--- src/rtl/lsm_pkg.sv ---
package lsm_pkg;

  typedef enum logic [1:0] {
    MODE_UP_AFTER    = 2'd0,
    MODE_UP_BEFORE   = 2'd1,
    MODE_DOWN_AFTER  = 2'd2,
    MODE_DOWN_BEFORE = 2'd3
  } lsm_mode_e;

  function automatic logic mode_goes_down(lsm_mode_e m);
    return (m == MODE_DOWN_AFTER) || (m == MODE_DOWN_BEFORE);
  endfunction

  function automatic logic mode_steps_first(lsm_mode_e m);
    return (m == MODE_UP_BEFORE) || (m == MODE_DOWN_BEFORE);
  endfunction

endpackage

--- src/rtl/lsm_span_calc.sv ---
module lsm_span_calc
  import lsm_pkg::*;
#(
  parameter int ADDR_W = 32,
  parameter int NREG   = 16,
  parameter int STEP   = 4
) (
  input  logic [ADDR_W-1:0] base,
  input  logic [NREG-1:0]   list,
  input  lsm_mode_e         mode,
  output logic [ADDR_W-1:0] first_addr,
  output logic [ADDR_W-1:0] final_base,
  output logic              empty
);
  localparam int CNT_W = $clog2(NREG + 1);

  function automatic logic [CNT_W-1:0] count_set(logic [NREG-1:0] v);
    logic [CNT_W-1:0] c;
    c = '0;
    for (int i = 0; i < NREG; i++) c = c + CNT_W'(v[i]);
    return c;
  endfunction

  function automatic logic [ADDR_W-1:0] span_bytes(logic [CNT_W-1:0] n);
    return ADDR_W'(n) * ADDR_W'(STEP);
  endfunction

  logic [CNT_W-1:0]  n_regs;
  logic [ADDR_W-1:0] span;
  logic              down;
  logic              pre;

  assign n_regs = count_set(list);
  assign span   = span_bytes(n_regs);
  assign down   = mode_goes_down(mode);
  assign pre    = mode_steps_first(mode);
  assign empty  = (n_regs == '0);

  always_comb begin
    if (down) begin
      first_addr = base - span + (pre ? '0 : ADDR_W'(STEP));
      final_base = base - span;
    end else begin
      first_addr = base + (pre ? ADDR_W'(STEP) : '0);
      final_base = base + span;
    end
  end
endmodule

--- src/rtl/lsm_pick_low.sv ---
module lsm_pick_low #(
  parameter int NREG  = 16,
  parameter int IDX_W = $clog2(NREG)
) (
  input  logic [NREG-1:0]  mask,
  output logic [NREG-1:0]  onehot,
  output logic [IDX_W-1:0] idx,
  output logic             last
);
  logic [NREG:0] seen;
  assign seen[0] = 1'b0;

  for (genvar i = 0; i < NREG; i++) begin : g_chain
    assign seen[i+1]  = seen[i] | mask[i];
    assign onehot[i]  = mask[i] & ~seen[i];
  end

  always_comb begin
    idx = '0;
    for (int i = 0; i < NREG; i++) begin
      if (onehot[i]) idx = idx | IDX_W'(i);
    end
  end

  assign last = seen[NREG] && ((mask & ~onehot) == '0);
endmodule

--- src/rtl/lsm_addr_seq.sv ---
module lsm_addr_seq
  import lsm_pkg::*;
#(
  parameter int ADDR_W = 32,
  parameter int NREG   = 16,
  parameter int STEP   = 4,
  localparam int IDX_W = $clog2(NREG)
) (
  input  logic              clk,
  input  logic              rst_n,
  input  logic              start_i,
  input  logic [ADDR_W-1:0] base_i,
  input  logic [NREG-1:0]   list_i,
  input  logic [1:0]        mode_i,
  input  logic              load_i,
  input  logic              wb_i,
  input  logic              xfer_ready_i,
  output logic              xfer_valid_o,
  output logic [ADDR_W-1:0] xfer_addr_o,
  output logic [IDX_W-1:0]  xfer_reg_o,
  output logic              xfer_load_o,
  output logic              busy_o,
  output logic              done_o,
  output logic              wb_o,
  output logic [ADDR_W-1:0] fin_base_o
);
  logic              busy_q, done_q, load_q, wb_q;
  logic [NREG-1:0]   mask_q;
  logic [ADDR_W-1:0] addr_q, fin_q;

  logic [ADDR_W-1:0] calc_first, calc_final;
  logic              calc_empty;
  logic [NREG-1:0]   cur_onehot;
  logic [IDX_W-1:0]  cur_idx;
  logic              cur_last;

  // named events used by the bound checker
  logic start_take;
  logic step_fire;
  logic step_last;

  lsm_span_calc #(.ADDR_W(ADDR_W), .NREG(NREG), .STEP(STEP)) u_span (
    .base       (base_i),
    .list       (list_i),
    .mode       (lsm_mode_e'(mode_i)),
    .first_addr (calc_first),
    .final_base (calc_final),
    .empty      (calc_empty)
  );

  lsm_pick_low #(.NREG(NREG), .IDX_W(IDX_W)) u_pick (
    .mask   (mask_q),
    .onehot (cur_onehot),
    .idx    (cur_idx),
    .last   (cur_last)
  );

  assign start_take = start_i && !busy_q;
  assign step_fire  = busy_q && xfer_ready_i;
  assign step_last  = step_fire && cur_last;

  always_ff @(posedge clk or negedge rst_n) begin
    if (!rst_n) begin
      busy_q <= 1'b0;
      done_q <= 1'b0;
      load_q <= 1'b0;
      wb_q   <= 1'b0;
      mask_q <= '0;
      addr_q <= '0;
      fin_q  <= '0;
    end else begin
      done_q <= 1'b0;
      if (start_take) begin
        load_q <= load_i;
        wb_q   <= wb_i;
        fin_q  <= calc_final;
        mask_q <= list_i;
        addr_q <= calc_first;
        if (calc_empty) begin
          done_q <= 1'b1;
        end else begin
          busy_q <= 1'b1;
        end
      end else if (step_fire) begin
        mask_q <= mask_q & ~cur_onehot;
        addr_q <= addr_q + ADDR_W'(STEP);
        if (cur_last) begin
          busy_q <= 1'b0;
          done_q <= 1'b1;
        end
      end
    end
  end

  assign xfer_valid_o = busy_q;
  assign xfer_addr_o  = addr_q;
  assign xfer_reg_o   = cur_idx;
  assign xfer_load_o  = load_q;
  assign busy_o       = busy_q;
  assign done_o       = done_q;
  assign wb_o         = done_q & wb_q;
  assign fin_base_o   = fin_q;
endmodule

--- config.mk ---
export PLATFORM = sky130hd
export DESIGN_NAME = lsm_addr_seq
export DESIGN_NICKNAME = d
export VERILOG_FILES = /design/src/rtl/lsm_pkg.sv /design/src/rtl/lsm_span_calc.sv /design/src/rtl/lsm_pick_low.sv /design/src/rtl/lsm_addr_seq.sv
export SDC_FILE = /design/constraint.sdc
export NUM_CORES = 1
export LEC_CHECK = 0
export CAP_MARGIN = 20
export CORE_UTILIZATION = 59
export DETAILED_ROUTE_END_ITERATION = 12
export PLACE_DENSITY = 0.88
export SKIP_LAST_GASP = 1
export SLEW_MARGIN = 25
export SYNTH_ARGS = -nofsm -noshare
export SYNTH_HDL_FRONTEND = slang
export SYNTH_SLANG_ARGS = --single-unit
--- constraint.sdc ---
create_clock -name clk -period 4.5 [get_ports clk]
set_input_delay 0.9 -clock clk [delete_from_list [all_inputs] [get_ports clk]]
set_output_delay 0.9 -clock clk [all_outputs]
set_load 0.05 [all_outputs]
==> results.txt, run 1 <==
- Status: aborted with a tool error
- Halt Stage: 5_1_grt
* Stop err: [ERROR GRT-0232] Routing congestion too high. Check the congestion heatmap in the GUI.
- Clock root buffer: clkbuf_16
- After synthesis, the netlist uses 80 different library cells.
* Row Count: 40
- Post-synth EDFFs: 0
* Most area-consuming cells after synthesis: dfrtp_1 28%, xnor2_1 8.2%, nand2_1 6.5%
- Cell area after technology mapping: 0.00756 mm2
* Post-placement cell area: 0.0101 mm2
- Chip width: 115 um
- Post-synth top area share: 0.278
- TritonCTS Sinks: 84
* Leading cell type by number of instances after synthesis: nand2_1
* Vertical die dimension: 115 um
* Syn Inst Count: 963
* Fraction of registers with async set/reset: 1.00
- After synthesis the netlist holds a flip-flop and latch count of 84.
- The congestion estimate from routability-driven global placement came to 1.02.
- HPWL after detailed placement: 20300 um
- Worst-slack endpoint at the end of global-route timing repair: xfer_addr_o[25]$_DFFE_PN0P_/D
- Syn. warnings: 0
- Type of pin the worst path ends at: register data pin
- 129 I/O pins were placed.
- Entering global routing, the biggest net connects 69 pins.
- The share of the Yosys chip area taken by registers is 0.278.
- Cell type contributing the most total cell area after synthesis: dfrtp_1
* Residual overflow from global routing: 66
* Ranking of synthesized cells by instance count: 130 x nand2_1, 84 x dfrtp_1, 81 x nor2_1
- Total CTS buffers: 9
- Counting along the longest clock path gives a buffer depth of 2.
- The count of buffers added on input and output ports is 128.
- Total nets after synthesis: 1051
- Flip-flop cell with the highest count after synthesis: dfrtp_1
- Total routing usage reported by global routing: 0.789
- Initial Utilization: 0.617
* Syn_area_per_cell: 7.85 um2
* H-tree Lvls: 3
routing by layer:
metal  overflow  global-route usage
met1          0               0.797
met5          0               0.185
met2         34               0.939
met4         30               0.802
met3          2               0.659
what timing repair did:
action / in CTS
resized for setup: 145
setup buffers: 27
pin swaps: 91
setup endpoints to repair: 61
hold buffers: 0
logic make-up after synthesis:
logic type | synth area share
multiplexers | 0.0189
adder cells (fa/ha/maj) | 0.0689
AND/OR/NAND/NOR | 0.274
AO/OA/AOI/OAI | 0.172
XOR/XNOR | 0.130
buffers and inverters | 0.0584
flip-flops | 0.278
stage by stage:
stage,setup slack [ps],cells
floorplan,-2430,963
global placement,-2950,1334
detailed placement,-3180,1334
CTS,-2330,1375
==> run 2: changes to the inputs <==
--- a/config.mk
+++ b/config.mk
@@ -6,9 +6,9 @@
 export NUM_CORES = 1
 export LEC_CHECK = 0
 export CAP_MARGIN = 20
-export CORE_UTILIZATION = 59
+export CORE_UTILIZATION = 40
 export DETAILED_ROUTE_END_ITERATION = 12
-export PLACE_DENSITY = 0.88
+export PLACE_DENSITY_LB_ADDON = 0.15
 export SKIP_LAST_GASP = 1
 export SLEW_MARGIN = 25
 export SYNTH_ARGS = -nofsm -noshare
==> results.txt, run 2 <==
* Clock latency on the worst-skew pair: between 300 and 400 ps
- Final count of hold timing violations: 0
* Routing usage on met3: 0.0406
* Maxcap violations: 0
- Chip width: 139 um (+21%)
* Violated checks: setup timing
* Ratio of cells with drive above 1 in the final layout: 0.279
- By count the netlist is led by 130 x nand2_1, 84 x dfrtp_1, 81 x nor2_1.
* Cell type contributing the most total cell area after synthesis: dfrtp_1
* Worst IR Drop VDD: 0.000529 V
- STA classifies the critical path startpoint as a primary input.
* Complex-gate fraction of the synthesized area: 0.172 (unchanged)
- Across the routed clock network, the largest skew measured is 6.80 ps.
- The xor/xnor cell area share of the yosys netlist came to 0.130 (unchanged).
- Of the total power, registers draw 0.177.
- Number of detailed-routing iterations run before antenna repair: 5
- For this run, global-route usage on met1 was measured as 0.387.
* Most common library cell in the layout ignoring fill and taps: buf_4
- Grt met2 use: 0.454
- Crit path DAT: 7070 ps
- CTS Buffer Depth: 2 (unchanged)
- After floorplanning, the core was sized to cover 0.0183 mm2.
- By area, the combinational part of the netlist is dominated by simple AND/OR/NAND/NOR gates.
* Leading cell type by number of instances after synthesis: nand2_1
* Startpoint-to-endpoint class of the critical path: in -> reg
- Final slew viol count: 0
- Syn Inst Count: 963 (unchanged)
* Port Buf Inserts: 128 (unchanged)
- Of the available clock period, the critical path in the final layout requires 1.52.
* Worst reg2reg path startpoint: mask_q[4]
* Total CTS buffers: 9 (unchanged)
- Worst hold slack after final layout: 473 ps
- Via count: 8257
- In this run the register-to-register setup slack is around 1600 ps.
- Remaining number of nets flagged by the antenna check after routing: 0
- H-tree Lvls: 3 (unchanged)
- In this run the worst hold path is classified as reg -> reg.
- The area fraction of the dominant cell type after synthesis was 0.278 (unchanged).
* Initial Utilization: 0.414 (-0.203)
- In this run the most critical hold path is launched from wb_q.
- Fraction of the mapped netlist area in adder cells: 0.0689 (unchanged)
- Largest net degree at the start of global routing: 75
- For this run, the share of the core covered by cells in the final layout is 0.629.
- The share of total power dissipated in combinational logic is 0.728.
- Cells after DPL: 1407 (+5.5%)
- Syn. warnings: 0 (unchanged)
* Register bit total from synthesis: 84 (unchanged)
* Vertical die dimension: 139 um (+21%)
- Non-Filler Instances: approximately 1500
* FF-to-FF End: busy_o
- Clock share of power: 0.095
- Row Count: 49 (+23%)
- Detailed router's first-iteration violation count: 718
- Cts-stage hold buffer count: 0 (unchanged)
- The post-DP HPWL is 19500 um (-3.8%).
* Capture endpoint of the worst hold path: wb_q
* Fraction of power spent switching nets: 0.499
- After detailed routing, the average wire length per cell comes to between 15 and 20 um.
* Vias per cell: 5.63
- The number of enable flip-flop cells after synthesis is 0 (unchanged).
- The worst pin sits at a relative slew slack of 0.399.
- Leading cell types in the layout, fill and taps excluded: 161 x buf_4, 124 x nand2_1, 119 x clkdlybuf4s50_1, 84 x dfrtp_1, 71 x nor2_1
- At the worst endpoint, the required time is 4730 ps.
- The share of flip-flops with an asynchronous set or reset after synthesis came to 1.00 (unchanged).
- The area growth from synthesis to layout is 51.9%.
- Register clock-pin slew on the reported worst setup and hold paths: 70 ps
* Residual overflow from global routing: 0
- The analysis attributes to cell leakage a power of approximately 0.0048 uW.
- Simple-gate share of the synthesized area: 0.274 (unchanged)
- The final layout contains 1321 nets.
- The analysis attributes to net switching a power of between 4000 and 5000 uW.
- Total routing usage reported by global routing: 0.281
- Among all flip-flop cells after synthesis, the most frequent one is dfrtp_1.
- Actual slew at the worst max-slew pin: 901 ps
* DRC violations left: 0
- The internal power of the cells totals roughly 4100 uW.
* Boundary Pins: 129 (unchanged)
- TritonCTS built the clock tree.
- The post-synthesis mux area share was 0.0189 (unchanged).
- First-pass GRT wire length: 43000 um
- Maximum clock frequency: 146 MHz
- The repair_antennas step left the layout with diodes totalling 0.
- Worst Hold Depth: 2
* Max Fanout on Critical Path: 6
- The routability congestion estimate from global placement came to 0.933 (-8.6%).
- Most crowded layer after global routing: met2
- Setup repair after global routing could not meet its margin everywhere.
- By area the synthesized netlist is led by dfrtp_1 28%, xnor2_1 8.2%, nand2_1 6.5%.
* Element type at the critical path end: flip-flop
* Pre-CTS setup slack: -3140 ps (+45.1 ps)
- Clock tree synthesis selected as its root buffer the cell clkbuf_16.
* Final min period: 6840 ps
- Syn_area_per_cell: 7.85 um2 (unchanged)
* TritonCTS Sinks: 84 (unchanged)
- Vias in the first global route: 8122
* Antenna violations before repair: 0
* Overall die area: 0.0195 mm2
- Cells on worst reg2reg path: 9
- In this run the power density over the cells is 720 mW/mm2.
- Total nets after synthesis: 1051 (unchanged)
- Cell area after technology mapping: 0.00756 mm2 (unchanged)
- Number of failing setup endpoints in the final timing report: 60
- The part of the Yosys area used for sequential elements is 0.278 (unchanged).
- Status: complete, but fails checks
* Unique masters post-synth: 80 (unchanged)
- Setup WS post-layout: -2340 ps
- Summed over all layers, the routed wires come to 27100 um.
-- run 2: cell counts after synthesis --
Identical to the previous run, type by type.
-- run 2: layout make-up --
class | count | area, um2
clock buffer | 10 | 229
clock inverter | 6 | 65.1
fill | 1565 | 6780
inverter | 49 | 189
multi-input combinational | 771 | 5800
sequential | 84 | 2100
tap | 229 | 287
timing repair buffer | 318 | 2810
-- run 2: cells by family after synthesis --
family | Yosys count
buffers and inverters | 108
XOR/XNOR | 112
AO/OA/AOI/OAI | 199
multiplexers | 14
flip-flops | 84
AND/OR/NAND/NOR | 411
adder cells (fa/ha/maj) | 35
-- run 2: worst max path at each step --
stage / from / to / slack, ps / cells after the start
final: list_i[0] / xfer_addr_o[25] / -2340 / 23
after global routing: list_i[0] / xfer_addr_o[25] / -2640 / 23
after CTS: list_i[0] / xfer_addr_o[25] / -2290 / 22
after detailed placement: list_i[0] / xfer_addr_o[25] / -3140 / 21
after global placement: list_i[0] / xfer_addr_o[25] / -3010 / 21
after floorplan: list_i[1] / xfer_addr_o[16] / -2430 / 21
-- run 2: per-layer routing --
| layer | vias to the layer above | share of wire |
|---|---|---|
| met4 | 0 | 0.022 |
| met3 | 45 | 0.067 |
| met5 | - | 0 |
| li1 | 3942 | - |
| met1 | 3949 | 0.44 |
| met2 | 321 | 0.47 |
-- run 2: power groups by stage --
stage                     clock [uW]  combinational, uW  sequential (uW)
final                            786               6020             1460
after global routing             827               6410             1520
after CTS                        799               5700             1460
after detailed placement           0               5110             1470
after global placement             0               5100             1470
after floorplan                    0               2380             2340
-- run 2: what timing repair did --
item | CTS | global route
gates resized for setup | 102 | 45
buffers inserted | 26 | 22
pin swaps | 81 | 42
setup endpoints to repair | 61 | 61
hold endpoints to repair | 0 | 0
-- run 2: worst max-delay path, stage by stage --
cell and delay [ps]:
buf_8 100, ha_4 260, inv_4 30, fa_1 450
fa_1 510, fa_1 450, fa_1 500, fa_2 400
fa_2 600, inv_4 50, buf_6 110, fa_2 370
nor4_4 210, buf_4 180, buf_4 110, nor2_4 40
and3_1 170, or4b_4 510, a22oi_4 240, and3_4 230
nor4b_4 190, xor2_1 100, a222oi_1 350
-- run 2: metrics by stage --
| stage | power [uW] | instance area [um2] | TNS [ps] |
|---|---|---|---|
| 3_5_place_dp | 6590 | 10300 | -146970 |
| 4_1_cts | 7950 | 11200 | -96580 |
| 5_1_grt | 8750 | 11500 | -115500 |
| 2_1_floorplan | 4730 | 7920 | -92040 |
| 3_3_place_gp | 6560 | 10300 | -143610 |
| 6_report | 8270 | 11500 | -101240 |
Note: power is estimated with default switching activity, not from simulation.
